--- config.mk ---
export PLATFORM = sky130hd
export DESIGN_NAME = audio_serial_rx
export DESIGN_NICKNAME = d
export VERILOG_FILES = /design/src/rtl/audio_rx_pkg.sv /design/src/rtl/audio_rx_bitclk.sv /design/src/rtl/audio_rx_frame.sv /design/src/rtl/audio_rx_pair.sv /design/src/rtl/audio_serial_rx.sv
export SDC_FILE = /design/constraint.sdc
export NUM_CORES = 1
export LEC_CHECK = 0
export ABC_AREA = 0
export BUFFER_PORTS_ARGS = -buffer_cell sky130_fd_sc_hd__buf_2
export CAP_MARGIN = 20
export CORE_MARGIN = 5
export CORE_UTILIZATION = 44
export CTS_CLUSTER_SIZE = 20
export DETAILED_ROUTE_END_ITERATION = 8
export PLACE_DENSITY = 0.68
export SYNTH_ARGS = -nofsm -noshare
export SYNTH_HDL_FRONTEND = slang
export SYNTH_SLANG_ARGS = --single-unit
export TNS_END_PERCENT = 1
--- constraint.sdc ---
create_clock -name mclk_i -period 11.3 [get_ports mclk_i]
set_input_delay 1.13 -clock mclk_i [delete_from_list [all_inputs] [get_ports mclk_i]]
set_output_delay 1.13 -clock mclk_i [all_outputs]
set_load 0.03 [all_outputs]
--- src/rtl/audio_rx_pkg.sv ---
package audio_rx_pkg;

  localparam int WORD_W  = 18;
  localparam int SHORT_W = 16;

  typedef enum logic [1:0] {
    FMT_RJ  = 2'd0,
    FMT_LJ  = 2'd1,
    FMT_I2S = 2'd2,
    FMT_RSV = 2'd3
  } fmt_e;

  // master clock cycles in one frame clock period
  function automatic logic [9:0] mclk_per_frame(input logic [1:0] ratio);
    case (ratio)
      2'd0:    return 10'd256;
      2'd1:    return 10'd384;
      default: return 10'd512;
    endcase
  endfunction

  // internal bit clocks per frame clock period
  function automatic logic [6:0] bits_per_frame(input logic [1:0] ratio, input logic short_w);
    if (ratio == 2'd1) return 7'd48;
    else if (!short_w) return 7'd64;
    else               return 7'd32;
  endfunction

  // master cycles per internal bit slot
  function automatic logic [4:0] bit_div(input logic [1:0] ratio, input logic short_w);
    return 5'(mclk_per_frame(ratio) / {3'b000, bits_per_frame(ratio, short_w)});
  endfunction

  function automatic logic [4:0] word_len(input logic short_w);
    return short_w ? 5'(SHORT_W) : 5'(WORD_W);
  endfunction

  function automatic logic left_level(input logic lvl, input logic i2s);
    return i2s ? ~lvl : lvl;
  endfunction

  function automatic logic [WORD_W-1:0] widen(input logic [WORD_W-1:0] v, input logic short_w);
    return short_w ? {{(WORD_W-SHORT_W){v[SHORT_W-1]}}, v[SHORT_W-1:0]} : v;
  endfunction

endpackage

--- src/rtl/audio_rx_bitclk.sv ---
module audio_rx_bitclk
  import audio_rx_pkg::*;
#(
  parameter int CNT_W = 10
) (
  input  logic       clk,
  input  logic       rst_n,
  input  logic       lrck_i,
  input  logic       ext_sclk_i,
  input  logic       ext_mode_i,
  input  logic       fall_edge_i,
  input  logic       short_word_i,
  input  logic [1:0] ratio_i,
  output logic       lrck_edge_o,
  output logic       lrck_lvl_o,
  output logic       bit_tick_o
);

  logic             lrck_q;
  logic             sclk_q;
  logic [CNT_W-1:0] pos_q;
  logic [CNT_W-1:0] pos_now;
  logic [4:0]       div;
  logic             int_tick;
  logic             ext_rise;
  logic             ext_fall;
  logic             ext_tick;

  always_ff @(posedge clk) begin
    if (!rst_n) begin
      lrck_q <= 1'b0;
      sclk_q <= 1'b0;
      pos_q  <= '0;
    end else begin
      lrck_q <= lrck_i;
      sclk_q <= ext_sclk_i;
      pos_q  <= pos_now + CNT_W'(1);
    end
  end

  assign lrck_edge_o = lrck_i ^ lrck_q;
  assign lrck_lvl_o  = lrck_q;

  // position inside the current half frame, 0 on the edge cycle
  assign pos_now  = lrck_edge_o ? '0 : pos_q;
  assign div      = bit_div(ratio_i, short_word_i);
  assign int_tick = ((pos_now & CNT_W'(div - 5'd1)) == CNT_W'(div >> 1));

  assign ext_rise = ext_sclk_i & ~sclk_q;
  assign ext_fall = ~ext_sclk_i & sclk_q;
  assign ext_tick = fall_edge_i ? ext_fall : ext_rise;

  assign bit_tick_o = ext_mode_i ? ext_tick : int_tick;


  int_tick_gap_chk: assert property (@(posedge clk) disable iff (!rst_n)
    (!ext_mode_i && bit_tick_o) |=> (!bit_tick_o || ext_mode_i));


  ext_edge_chk: assert property (@(posedge clk) disable iff (!rst_n)
    (ext_mode_i && bit_tick_o) |-> (ext_sclk_i == !fall_edge_i));

endmodule

--- src/rtl/audio_rx_frame.sv ---
module audio_rx_frame
  import audio_rx_pkg::*;
(
  input  logic              clk,
  input  logic              rst_n,
  input  logic              lrck_edge_i,
  input  logic              lrck_lvl_i,
  input  logic              bit_tick_i,
  input  logic              sdata_i,
  input  logic [1:0]        fmt_i,
  input  logic              short_word_i,
  output logic              cap_o,
  output logic              cap_left_o,
  output logic [WORD_W-1:0] cap_word_o
);

  fmt_e              fmt;
  logic              rj;
  logic              i2s;
  logic [4:0]        nbits;
  logic [WORD_W-1:0] sr_q, sr_d, shifted;
  logic [4:0]        rem_q, rem_d;
  logic              start_q, start_d;
  logic              seen_q, seen_d;
  logic              chan_q, chan_d;

  assign fmt     = fmt_e'(fmt_i);
  assign i2s     = (fmt == FMT_I2S);
  assign rj      = (fmt == FMT_RJ) || (fmt == FMT_RSV);
  assign nbits   = word_len(short_word_i);
  assign shifted = {sr_q[WORD_W-2:0], sdata_i};

  always_comb begin
    sr_d       = sr_q;
    rem_d      = rem_q;
    start_d    = start_q;
    seen_d     = seen_q;
    chan_d     = chan_q;
    cap_o      = 1'b0;
    cap_left_o = 1'b0;
    if (rj) begin
      // keep shifting; the word is whatever the last N bits were
      if (bit_tick_i) sr_d = shifted;
      if (lrck_edge_i) begin
        seen_d = 1'b1;
        if (seen_q) begin
          cap_o      = 1'b1;
          cap_left_o = left_level(lrck_lvl_i, 1'b0);
        end
      end
    end else begin
      if (lrck_edge_i) start_d = 1'b1;
      if (bit_tick_i) begin
        if (rem_q != 5'd0) begin
          sr_d  = shifted;
          rem_d = rem_q - 5'd1;
          if (rem_q == 5'd1) begin
            cap_o      = 1'b1;
            cap_left_o = chan_q;
          end
        end
        if (start_q) begin
          // first bit slot of a new half frame
          start_d = 1'b0;
          chan_d  = left_level(lrck_lvl_i, i2s);
          if (i2s) begin
            rem_d = nbits;
          end else begin
            sr_d  = shifted;
            rem_d = nbits - 5'd1;
          end
        end
      end
    end
  end

  assign cap_word_o = widen(rj ? sr_q : sr_d, short_word_i);

  always_ff @(posedge clk) begin
    if (!rst_n) begin
      sr_q    <= '0;
      rem_q   <= '0;
      start_q <= 1'b0;
      seen_q  <= 1'b0;
      chan_q  <= 1'b0;
    end else begin
      sr_q    <= sr_d;
      rem_q   <= rem_d;
      start_q <= start_d;
      seen_q  <= seen_d;
      chan_q  <= chan_d;
    end
  end


  rem_bound_chk: assert property (@(posedge clk) disable iff (!rst_n)
    rem_q <= 5'(WORD_W));


  framed_tick_chk: assert property (@(posedge clk) disable iff (!rst_n)
    (cap_o && !rj) |-> bit_tick_i);


  cap_spacing_chk: assert property (@(posedge clk) disable iff (!rst_n)
    cap_o |=> !cap_o);

endmodule

--- src/rtl/audio_rx_pair.sv ---
module audio_rx_pair
  import audio_rx_pkg::*;
(
  input  logic              clk,
  input  logic              rst_n,
  input  logic              cap_i,
  input  logic              cap_left_i,
  input  logic [WORD_W-1:0] cap_word_i,
  output logic [WORD_W-1:0] left_o,
  output logic [WORD_W-1:0] right_o,
  output logic              valid_o
);

  logic [WORD_W-1:0] stage_q;
  logic              have_q;

  always_ff @(posedge clk) begin
    if (!rst_n) begin
      stage_q <= '0;
      have_q  <= 1'b0;
      left_o  <= '0;
      right_o <= '0;
      valid_o <= 1'b0;
    end else begin
      valid_o <= 1'b0;
      if (cap_i && cap_left_i) begin
        stage_q <= cap_word_i;
        have_q  <= 1'b1;
      end else if (cap_i) begin
        have_q <= 1'b0;
        if (have_q) begin
          left_o  <= stage_q;
          right_o <= cap_word_i;
          valid_o <= 1'b1;
        end
      end
    end
  end


  valid_pulse_chk: assert property (@(posedge clk) disable iff (!rst_n)
    valid_o |=> !valid_o);


  hold_chk: assert property (@(posedge clk) disable iff (!rst_n)
    !valid_o |-> ($stable(left_o) && $stable(right_o)));


  pair_order_chk: assert property (@(posedge clk) disable iff (!rst_n)
    valid_o |-> $past(have_q));

endmodule

--- src/rtl/audio_serial_rx.sv ---
module audio_serial_rx
  import audio_rx_pkg::*;
#(
  parameter int CNT_W = 10
) (
  input  logic              mclk_i,
  input  logic              rst_n,
  input  logic              lrck_i,
  input  logic              sdata_i,
  input  logic              ext_sclk_i,
  input  logic              ext_mode_i,
  input  logic              fall_edge_i,
  input  logic [1:0]        fmt_i,
  input  logic              short_word_i,
  input  logic [1:0]        ratio_i,
  output logic [WORD_W-1:0] left_o,
  output logic [WORD_W-1:0] right_o,
  output logic              valid_o
);

  logic              lrck_edge;
  logic              lrck_lvl;
  logic              bit_tick;
  logic              cap;
  logic              cap_left;
  logic [WORD_W-1:0] cap_word;

  audio_rx_bitclk #(.CNT_W(CNT_W)) i_bitclk (
    .clk          (mclk_i),
    .rst_n        (rst_n),
    .lrck_i       (lrck_i),
    .ext_sclk_i   (ext_sclk_i),
    .ext_mode_i   (ext_mode_i),
    .fall_edge_i  (fall_edge_i),
    .short_word_i (short_word_i),
    .ratio_i      (ratio_i),
    .lrck_edge_o  (lrck_edge),
    .lrck_lvl_o   (lrck_lvl),
    .bit_tick_o   (bit_tick)
  );

  audio_rx_frame i_frame (
    .clk          (mclk_i),
    .rst_n        (rst_n),
    .lrck_edge_i  (lrck_edge),
    .lrck_lvl_i   (lrck_lvl),
    .bit_tick_i   (bit_tick),
    .sdata_i      (sdata_i),
    .fmt_i        (fmt_i),
    .short_word_i (short_word_i),
    .cap_o        (cap),
    .cap_left_o   (cap_left),
    .cap_word_o   (cap_word)
  );

  audio_rx_pair i_pair (
    .clk        (mclk_i),
    .rst_n      (rst_n),
    .cap_i      (cap),
    .cap_left_i (cap_left),
    .cap_word_i (cap_word),
    .left_o     (left_o),
    .right_o    (right_o),
    .valid_o    (valid_o)
  );

endmodule

==> results.py, run 1 <==
metrics = {
    "hold_path": {
        "min_from": "i_pair.left_o[7]",
        "hold_path.class": "reg -> reg",
        "holdPathStages": 2,
        "worstHoldEndpoint": "i_pair.left_o[7]",
    },
    "detailed_routing": {
        "vias": 3528,
        "drt_iter0_markers": 135,
        "final_antenna_net_count": 0,
        "post_drt_wl_per_cell_um": 14.9,
        "drc_errors": 0,
        "viasPerCell": 5.48,
        "dr.pass1.iters": 4,
        "wl_um": 9570,
    },
    "setup_path": {
        "crit_fanout": 19,
        "ff2ff_path_depth": 8,
        "critPathRequiredTime_ns": 11.51,
        "startpoint": "ratio_i[0]",
        "start_kind": "input port",
        "reg2reg_from": "i_bitclk.lrck_lvl_o",
        "cp.depth": 13,
        "cp_data_arrival_time_ns": 4.82,
        "cp-end-kind": "flop",
        "crit_buf_inv": 2,
        "crit_type": "in -> reg",
        "slowest_delay_ns": 0.53,
        "timing.rr.end": "i_frame.sr_q[1]",
        "reg2reg_setup_slack_ns": 8.01,
        "crit_path_cell_trace": "buf_2, nor2b_1, or2_2, inv_1, ha_1, o31ai_1, xor2_1, a22o_1, o311ai_0, nor3b_4, nand4_2, nand2_2, a211oi_1",
        "cpMaxStageDelayCell": "nand2_2",
        "path_delay_family": "simple AND/OR/NAND/NOR gates",
    },
    "floorplan": {
        "core_sq_um": 9730,
        "row_count": 36,
        "die-area_sq_um": 12000,
        "die_w_um": 109,
        "start_util_pct": 44.7,
        "die_h_um": 109,
        "ios": 49,
    },
    "timing": {
        "maxSlewViolCount": 0,
        "worst_pin_slew_ns": 1.07,
        "tns_ns": 0,
        "worst_slack_ns": 6.69,
        "fin_skew_ns": 0.0160,
        "period_needed_ns": 4.61,
        "fmax_mhz": 217,
        "hold_viol": 0,
        "setup_viol_count_final": 0,
        "slew_headroom_pct": 28.5,
        "rsz0062_at_grt": "no",
        "finalCritPeriodShare_pct": 40.8,
    },
    "clocking": {
        "clock_tree.root_cell": "clkbuf_8",
        "cts.sinks": 94,
        "cts_buffers": 9,
        "ctsHtreeMaxLevel": 3,
        "cts-resized-gates": 0,
        "cts.path.max_buffers": 2,
        "worstSkewPairLatency_ns": 0.36,
        "clk_pin_slew_ns": 0.10,
        "cts_setup_buffers": 0,
        "cts_tree": "done",
        "cts_hold_repair.buffers": 0,
    },
    "power": {
        "power_density_nw_per_um2": 126,
        "p_leak_nw": 1.80,
        "vdd_drop_max_mv": 0.0648,
    },
    "synthesis": {
        "syn_inst": 476,
        "syn_area_per_cell_sq_um": 9.14,
        "synth_top_cell_area_share_pct": 43.3,
        "synthesis.area_sq_um": 4350,
        "async_flop_share_pct": 0,
        "synth_area_leaders": "dfxtp_1 43%, mux2i_1 8.3%, a211oi_1 5.2%, nor3_1 4.3%, o21ai_0 3.6%",
        "syn-num-nets": 497,
        "yosys_most_used_dff": "dfxtp_1",
        "yosys_warnings": 0,
        "synth.distinct_cells": 61,
        "yosysSeqAreaShare_pct": 43.3,
        "ys_ff_latch": 94,
        "synth_edf_count": 0,
        "yosysTopAreaCell": "dfxtp_1",
    },
    "finish": {
        "final_cell_mix": "94 x dfxtp_1, 48 x buf_2, 40 x nor2_1, 36 x nor3_1, 36 x mux2i_1",
        "area_delta_synth_final_pct": 11.0,
        "n_antenna_cell": 0,
        "utilization_pct": 49.6,
        "finalNetCount": 527,
        "final_common_cell": "dfxtp_1",
        "multi_input_area_sq_um": 2230,
        "num-fill-cells": 945,
        "drive_gt1_share_pct": 17.0,
        "seq_area_sq_um": 1880,
    },
    "global_route": {
        "grt_use_met2_pct": 26.3,
        "grt_pass1_wl_um": 16000,
        "met3_usage_pct": 3.29,
        "overflow": 0,
        "grt_pass1_vias": 3293,
        "grt_usage_pct": 16.6,
        "antenna_found_initial": 0,
        "grt_max_degree": 78,
        "busiest_layer": "met2",
        "globalRouteMet1Util_pct": 23.2,
    },
    "flow_run": {
        "cap_violations": 0,
    },
    "place": {
        "pre_cts_slack_ns": 5.99,
        "port_buffers": 48,
        "hpwl_um": 6670,
        "gp_congestion": 0.812,
    },
    "outcome": {
        "outcome": "finished, final reports clean",
    },
}
per-stage QoR:
stage / instance area [sq um] / hold slack [ns] / power, mW / instances
after floorplan: 4350 / 0.444 / 0.386 / 476
after global placement: 4600 / 0.452 / 0.395 / 627
after detailed placement: 4600 / 0.455 / 0.396 / 627
after CTS: 4800 / 0.470 / 0.616 / 643
after global routing: 4830 / 0.495 / 0.638 / 644
final: 4830 / 0.468 / 0.610 / 644
Yosys cell counts, types with 3 or more instances:
cell,number
and4_1,3
o21ai_0,31
a21oi_1,27
nor2_1,40
o211ai_1,3
and2_1,3
a211oi_2,3
and3_1,3
ha_1,9
inv_1,14
mux2i_1,36
buf_2,6
clkbuf_1,14
nand2_1,18
buf_4,4
nand4_1,3
buf_6,5
nor2b_1,3
xor2_1,9
dfxtp_1,94
nor3_1,37
nor3b_1,3
nand3_1,28
nand2b_1,3
a211oi_1,30
cell families (layout without fill, tap and decap cells):
group | Yosys count | after routing | share of synthesized area, %
DFF | 94 | 94 | 43.3
buffers and inverters | 48 | 83 | 5.81
xor gates and xnor gates | 11 | 11 | 2.65
and+or+nand+nor | 164 | 164 | 20.0
muxes | 37 | 37 | 8.80
adders and majority gates | 9 | 9 | 2.59
AOI/OAI and AO/OA | 113 | 113 | 16.9
worst max-delay path by stage:
stage / slack (ns) / endpoint
2_1_floorplan: 6.96 / i_pair.stage_q[17]
3_3_place_gp: 6.21 / i_pair.right_o[16]
3_5_place_dp: 5.99 / i_pair.right_o[16]
4_1_cts: 6.38 / i_pair.right_o[16]
5_1_grt: 6.34 / i_pair.right_o[10]
6_report: 6.69 / i_pair.right_o[10]
sequential cells by signal, summed over array words and instances (netlist names), 5 cells and up:
signal / count
i_frame.sr_q: 18
i_bitclk.pos_q: 10
i_pair.left_o: 18
i_pair.right_o: 18
i_frame.rem_q: 5
i_pair.stage_q: 18
layout make-up:
class                   count  area share (%)
clock buffers               9            2.57
multi-input cells         334            46.2
inverters                  16            1.24
well taps                 133            3.45
repair buffers             51            5.86
flip-flops and latches     94            39.0
clock inverters             7            1.66
worst reg2reg max path, cell delays in order (launching register included):
cell and delay, ns:
dfxtp_1 0.44, xnor2_4 0.38, and2_4 0.23, nand2_1 0.04, or4_1 0.51, and4_1 0.32, nor3_4 0.87, mux2i_1 0.29
nor2_1 0.06
per-layer routing:
| layer | share of wire (%) | routed length, um |
|---|---|---|
| met1 | 48 | 4550 |
| met2 | 47 | 4470 |
| met3 | 4.5 | 433 |
| met4 | 1.2 | 116 |
| met5 | 0 | 0 |
report_power, final:
group,internal (mW),total (mW),switching [mW]
clock,0.0879,0.222,0.134
sequential,0.334,0.338,0.00397
combinational,0.0187,0.0507,0.0320
total,0.441,0.610,0.170
Note: power is estimated with default switching activity, not from simulation.
==> run 2: changes to the inputs <==
--- a/config.mk
+++ b/config.mk
@@ -12,7 +12,7 @@
 export CORE_UTILIZATION = 44
 export CTS_CLUSTER_SIZE = 20
 export DETAILED_ROUTE_END_ITERATION = 8
-export PLACE_DENSITY = 0.68
+export PLACE_DENSITY = 0.7
 export SYNTH_ARGS = -nofsm -noshare
 export SYNTH_HDL_FRONTEND = slang
 export SYNTH_SLANG_ARGS = --single-unit
==> constraint.sdc (replaced) <==
create_clock -name mclk_i -period 4.2 [get_ports mclk_i]
set_input_delay 0.42 -clock mclk_i [delete_from_list [all_inputs] [get_ports mclk_i]]
set_output_delay 0.42 -clock mclk_i [all_outputs]
set_load 0.03 [all_outputs]
==> results.py, run 2 (same netlist as run 1, synthesis figures left out) <==
metrics = {
    "outcome": {
        "outcome": "finished, final reports clean",
    },
    "detailed_routing": {
        "wl_met1_um": 4560,
        "dr.pass1.iters": 4,
        "post_drt_wl_per_cell_um": 14.6,
        "final_antenna_net_count": 0,
        "highest_layer": "met4",
        "wl_um": 9490,
        "drt_iter0_markers": 179,
        "vias": 3510,
        "wl_met2_um": 4300,
        "viasPerCell": 5.40,
        "drc_errors": 0,
        "dr_wl_met3_um": 478,
    },
    "finish": {
        "n_antenna_cell": 0,
        "final_area_sq_um": 4860,
        "finalNetCount": 533,
        "final_common_cell": "dfxtp_1",
        "final_cell_mix": "94 x dfxtp_1, 48 x buf_2, 40 x nor2_1, 36 x nor3_1, 36 x mux2i_1",
        "area_delta_synth_final_pct": 11.7,
        "drive_gt1_share_pct": 18.0,
        "num-fill-cells": 954,
        "seq_area_sq_um": 1880,
        "multi_input_area_sq_um": 2230,
    },
    "clocking": {
        "cts.path.max_buffers": 2,
        "cts_tree": "done",
        "cts_hold_repair.buffers": 0,
        "clk_pin_slew_ns": 0.11,
        "cts_buffers": 9,
        "cts.sinks": 94,
        "ctsHtreeMaxLevel": 3,
        "cts_setup_buffers": 0,
        "clock_tree.root_cell": "clkbuf_8",
        "cts-resized-gates": 0,
        "worstSkewPairLatency_ns": 0.37,
    },
    "power": {
        "power.switching_mw": 0.449,
        "p_int_mw": 1.18,
        "switching_share_pct": 27.5,
        "p_seq_share_pct": 55.7,
        "power_density_nw_per_um2": 336,
        "vdd_drop_max_mv": 0.160,
        "p_leak_nw": 1.82,
        "p_clk_share_pct": 35.9,
        "comb_power_share_pct": 8.4,
    },
    "hold_path": {
        "min_from": "ext_sclk_i",
        "holdPathStages": 2,
        "worstHoldEndpoint": "i_bitclk.sclk_q",
        "hold_path.class": "in -> reg",
    },
    "setup_path": {
        "slowest_delay_ns": 0.52,
        "timing.rr.end": "i_frame.sr_q[14]",
        "cpMaxStageDelayCell": "o311ai_0",
        "reg2reg_from": "i_bitclk.lrck_lvl_o",
        "cp_data_arrival_time_ns": 3.76,
        "reg2reg_setup_slack_ns": 1.31,
        "start_kind": "input port",
        "critPathRequiredTime_ns": 4.43,
        "ff2ff_path_depth": 9,
        "crit_path_cell_trace": "buf_2, nor2b_1, or2_2, inv_1, ha_1, o31ai_1, xor2_1, a22o_1, o311ai_0, nand4bb_1, nor2_8, buf_12, mux2i_1, a211oi_1",
        "crit_type": "in -> reg",
        "cp-end-kind": "flop",
        "crit_fanout": 16,
    },
    "global_route": {
        "overflow": 0,
        "grt_pass1_wl_um": 15900,
        "grt_pass1_vias": 3264,
        "grt_usage_pct": 16.6,
        "antenna_found_initial": 0,
        "grt_max_degree": 44,
    },
    "timing": {
        "maxSlewViolCount": 0,
        "setup_viol_count_final": 0,
        "hold_viol": 0,
        "finalCritPeriodShare_pct": 83.9,
        "fin_skew_ns": 0.0180,
        "rsz0062_at_grt": "no",
        "fmax_mhz": 284,
        "tns_ns": 0,
        "worst_pin_slew_ns": 0.989,
        "period_needed_ns": 3.52,
        "slew_headroom_pct": 33.8,
    },
    "place": {
        "postPlaceCellArea_sq_um": 4660,
        "hpwl_um": 6930,
        "gp_congestion": 0.816,
        "port_buffers": 48,
    },
    "floorplan": {
        "row_count": 36,
        "die_h_um": 109,
        "die_w_um": 109,
        "ios": 49,
        "die-area_sq_um": 12000,
        "start_util_pct": 44.7,
        "core_sq_um": 9730,
    },
    "flow_run": {
        "cap_violations": 0,
    },
}
run 2: cell type report:
cell class                      count  area share [%]
Tap cell                          133            3.42
Inverter                           16            1.24
Sequential cell                    94            38.7
Clock buffer                        9            2.55
Timing Repair Buffer               57            6.59
Multi-Input combinational cell    334            45.9
Clock inverter                      7            1.54
run 2: power groups by stage:
stage                     combinational [mW]  sequential, mW  clock, mW
after floorplan                        0.113           0.926          0
after global placement                 0.133           0.930          0
after detailed placement               0.136           0.930          0
after CTS                              0.137           0.909      0.604
after global routing                   0.152           0.911      0.639
final                                  0.137           0.910      0.586
run 2: worst max path at each step:
stage,slack [ns],startpoint,cells after the start,endpoint
5_1_grt,0.31,ratio_i[0],14,i_pair.right_o[16]
2_1_floorplan,0.57,ratio_i[1],14,i_pair.stage_q[17]
6_report,0.68,ratio_i[0],14,i_pair.stage_q[13]
4_1_cts,0.68,ratio_i[0],13,i_pair.right_o[17]
3_3_place_gp,0.41,ratio_i[0],14,i_pair.stage_q[14]
3_5_place_dp,0.28,ratio_i[0],13,i_pair.right_o[17]
run 2: through the flow:
stage          cells  utilization (%)  power, mW  hold slack (ns)  setup WS, ns
2_1_floorplan    476                -       1.04            0.444         0.574
3_3_place_gp     634             47.9       1.06            0.449         0.412
3_5_place_dp     634             47.9       1.07            0.456         0.276
4_1_cts          650             49.9       1.65            0.266         0.682
5_1_grt          650             49.9       1.70            0.291         0.309
6_report         650             49.9       1.63            0.281         0.676
run 2: critical path, delay by kind of cell:
family	cells	cell delay, ns
buffers and inverters	3	0.37
XOR/XNOR	1	0.10
AND/OR/NAND/NOR	4	1.06
AO/OA/AOI/OAI	4	1.17
adder cells (fa/ha/maj)	1	0.28
multiplexers	1	0.34
run 2: metal layers:
metal,track usage [%],vias to the layer above
li1,-,1801
met1,23.6,1620
met2,25.2,77
met3,2.52,12
met4,6.59,0
met5,0,-
==> run 3: changes to the inputs <==
--- a/config.mk
+++ b/config.mk
@@ -12,7 +12,7 @@
 export CORE_UTILIZATION = 44
 export CTS_CLUSTER_SIZE = 20
 export DETAILED_ROUTE_END_ITERATION = 8
-export PLACE_DENSITY = 0.7
+export PLACE_DENSITY = 0.68
 export SYNTH_ARGS = -nofsm -noshare
 export SYNTH_HDL_FRONTEND = slang
 export SYNTH_SLANG_ARGS = --single-unit
==> constraint.sdc (replaced) <==
create_clock -name mclk_i -period 3.45 [get_ports mclk_i]
set_input_delay 0.345 -clock mclk_i [delete_from_list [all_inputs] [get_ports mclk_i]]
set_output_delay 0.345 -clock mclk_i [all_outputs]
set_load 0.03 [all_outputs]
==> results.py, run 3 (same netlist as run 1, synthesis figures left out) <==
metrics = {
    "outcome": {
        "outcome": "finished, final reports clean",
    },
    "timing": {
        "rsz0062_at_grt": "no",
        "slew_headroom_pct": 49.7,
        "setup_viol_count_final": 0,
        "worst_pin_slew_ns": 0.754,
        "finalCritPeriodShare_pct": 90.9,
        "hold_viol": 0,
        "period_needed_ns": 3.14,
        "fin_skew_ns": 0.0142,
        "tns_ns": 0,
        "worst_slack_ns": 0.315,
        "fmax_mhz": 319,
        "maxSlewViolCount": 0,
    },
    "power": {
        "p_leak_nw": 1.95,
        "vdd_drop_max_mv": 0.227,
        "power_mw": 2.06,
        "power_density_nw_per_um2": 405,
    },
    "floorplan": {
        "core_sq_um": 9730,
        "die_w_um": 109,
        "die_h_um": 109,
        "row_count": 36,
        "ios": 49,
        "start_util_pct": 44.7,
        "die-area_sq_um": 12000,
    },
    "setup_path": {
        "cp_data_arrival_time_ns": 3.43,
        "crit_fanout": 4,
        "cp-end-kind": "flop",
        "crit_type": "in -> reg",
        "start_kind": "input port",
        "critPathRequiredTime_ns": 3.75,
    },
    "place": {
        "gp_congestion": 0.842,
        "pre_cts_slack_ns": -0.0781,
        "hpwl_um": 7340,
        "postPlaceCellArea_sq_um": 4890,
        "port_buffers": 48,
    },
    "clocking": {
        "worstSkewPairLatency_ns": 0.38,
        "clk_pin_slew_ns": 0.09,
        "clock_tree.root_cell": "clkbuf_8",
        "ctsHtreeMaxLevel": 3,
        "cts.path.max_buffers": 2,
        "cts-resized-gates": 0,
        "cts_tree": "done",
        "cts_setup_buffers": 0,
        "cts_buffers": 9,
        "cts.sinks": 94,
        "cts_hold_repair.buffers": 0,
    },
    "finish": {
        "num-fill-cells": 942,
        "seq_area_sq_um": 1880,
        "multi_input_area_sq_um": 2240,
        "n_antenna_cell": 0,
        "area_delta_synth_final_pct": 17.1,
        "final_common_cell": "dfxtp_1",
        "final_area_sq_um": 5100,
        "final_cell_mix": "94 x dfxtp_1, 48 x buf_2, 40 x nor2_1, 36 x nor3_1, 36 x mux2i_1",
        "drive_gt1_share_pct": 21.3,
        "finalNetCount": 555,
    },
    "detailed_routing": {
        "post_drt_wl_per_cell_um": 15.2,
        "dr.pass1.iters": 5,
        "wl_um": 10200,
        "viasPerCell": 5.46,
        "final_antenna_net_count": 0,
        "vias": 3670,
        "drc_errors": 0,
        "drt_iter0_markers": 236,
    },
    "global_route": {
        "overflow": 0,
        "grt_max_degree": 46,
        "grt_usage_pct": 17.6,
        "antenna_found_initial": 0,
        "grt_pass1_wl_um": 16600,
        "grt_pass1_vias": 3440,
    },
    "flow_run": {
        "cap_violations": 0,
    },
    "hold_path": {
        "hold_path.class": "in -> reg",
    },
}
==> run 3: cell types whose count changed in the layout (fill, tap and decap cells not counted), moves of 2 or more <==
cell	delta
inv_6	+3
inv_8	-2
buf_4	+17
buf_12	+5
clkinv_4	-2
==> run 3: layout make-up <==
class | instances | share of cell area, %
Timing Repair Buffer | 79 | 10.8
Multi-Input combinational cell | 334 | 43.9
Sequential cell | 94 | 36.9
Clock inverter | 6 | 1.47
Inverter | 16 | 1.18
Tap cell | 133 | 3.27
Clock buffer | 10 | 2.50
==> run 3: power breakdown <==
| group | internal [mW] | switching, mW |
|---|---|---|
| Combinational | 0.0809 | 0.110 |
| Sequential | 1.09 | 0.0129 |
| Clock | 0.348 | 0.418 |
==> run 3: per-layer routing <==
layer | GRT usage (%) | up-vias | share of wire, %
li1 | - | 1838 | -
met3 | 4.82 | 12 | 4.7
met2 | 28.0 | 76 | 47
met4 | 5.61 | 0 | 1.4
met1 | 23.3 | 1744 | 47
met5 | 0 | - | 0
==> run 3: final timing paths <==
kind | startpoint | endpoint | slack [ns] | cells past startpoint
worst max-delay path | ratio_i[0] | i_pair.stage_q[17] | 0.31 | 13
worst min-delay path | ext_sclk_i | i_bitclk.sclk_q | 0.20 | 2
worst max register to register | i_bitclk.lrck_lvl_o | i_pair.stage_q[17] | 0.65 | 8
worst min register to register | i_pair.left_o[6] | i_pair.left_o[6] | 0.47 | 2
==> run 3: critical path, cell delays in order <==
cell and delay (ns):
buf_2 0.10, nor2b_1 0.13, or2_2 0.28, inv_1 0.08
ha_1 0.26, o31ai_2 0.22, xor2_1 0.09, a22o_1 0.22
or4_1 0.55, and4_1 0.30, nor2_8 0.15, mux4_2 0.52
o22ai_1 0.18
==> run 3: stage by stage <==
stage / hold WS [ns] / instances / utilization [%]
6_report: 0.196 / 672 / 52.4
5_1_grt: 0.187 / 672 / 52.4
3_3_place_gp: 0.452 / 656 / 50.3
3_5_place_dp: 0.456 / 656 / 50.3
4_1_cts: 0.186 / 672 / 52.4
2_1_floorplan: 0.444 / 476 / -
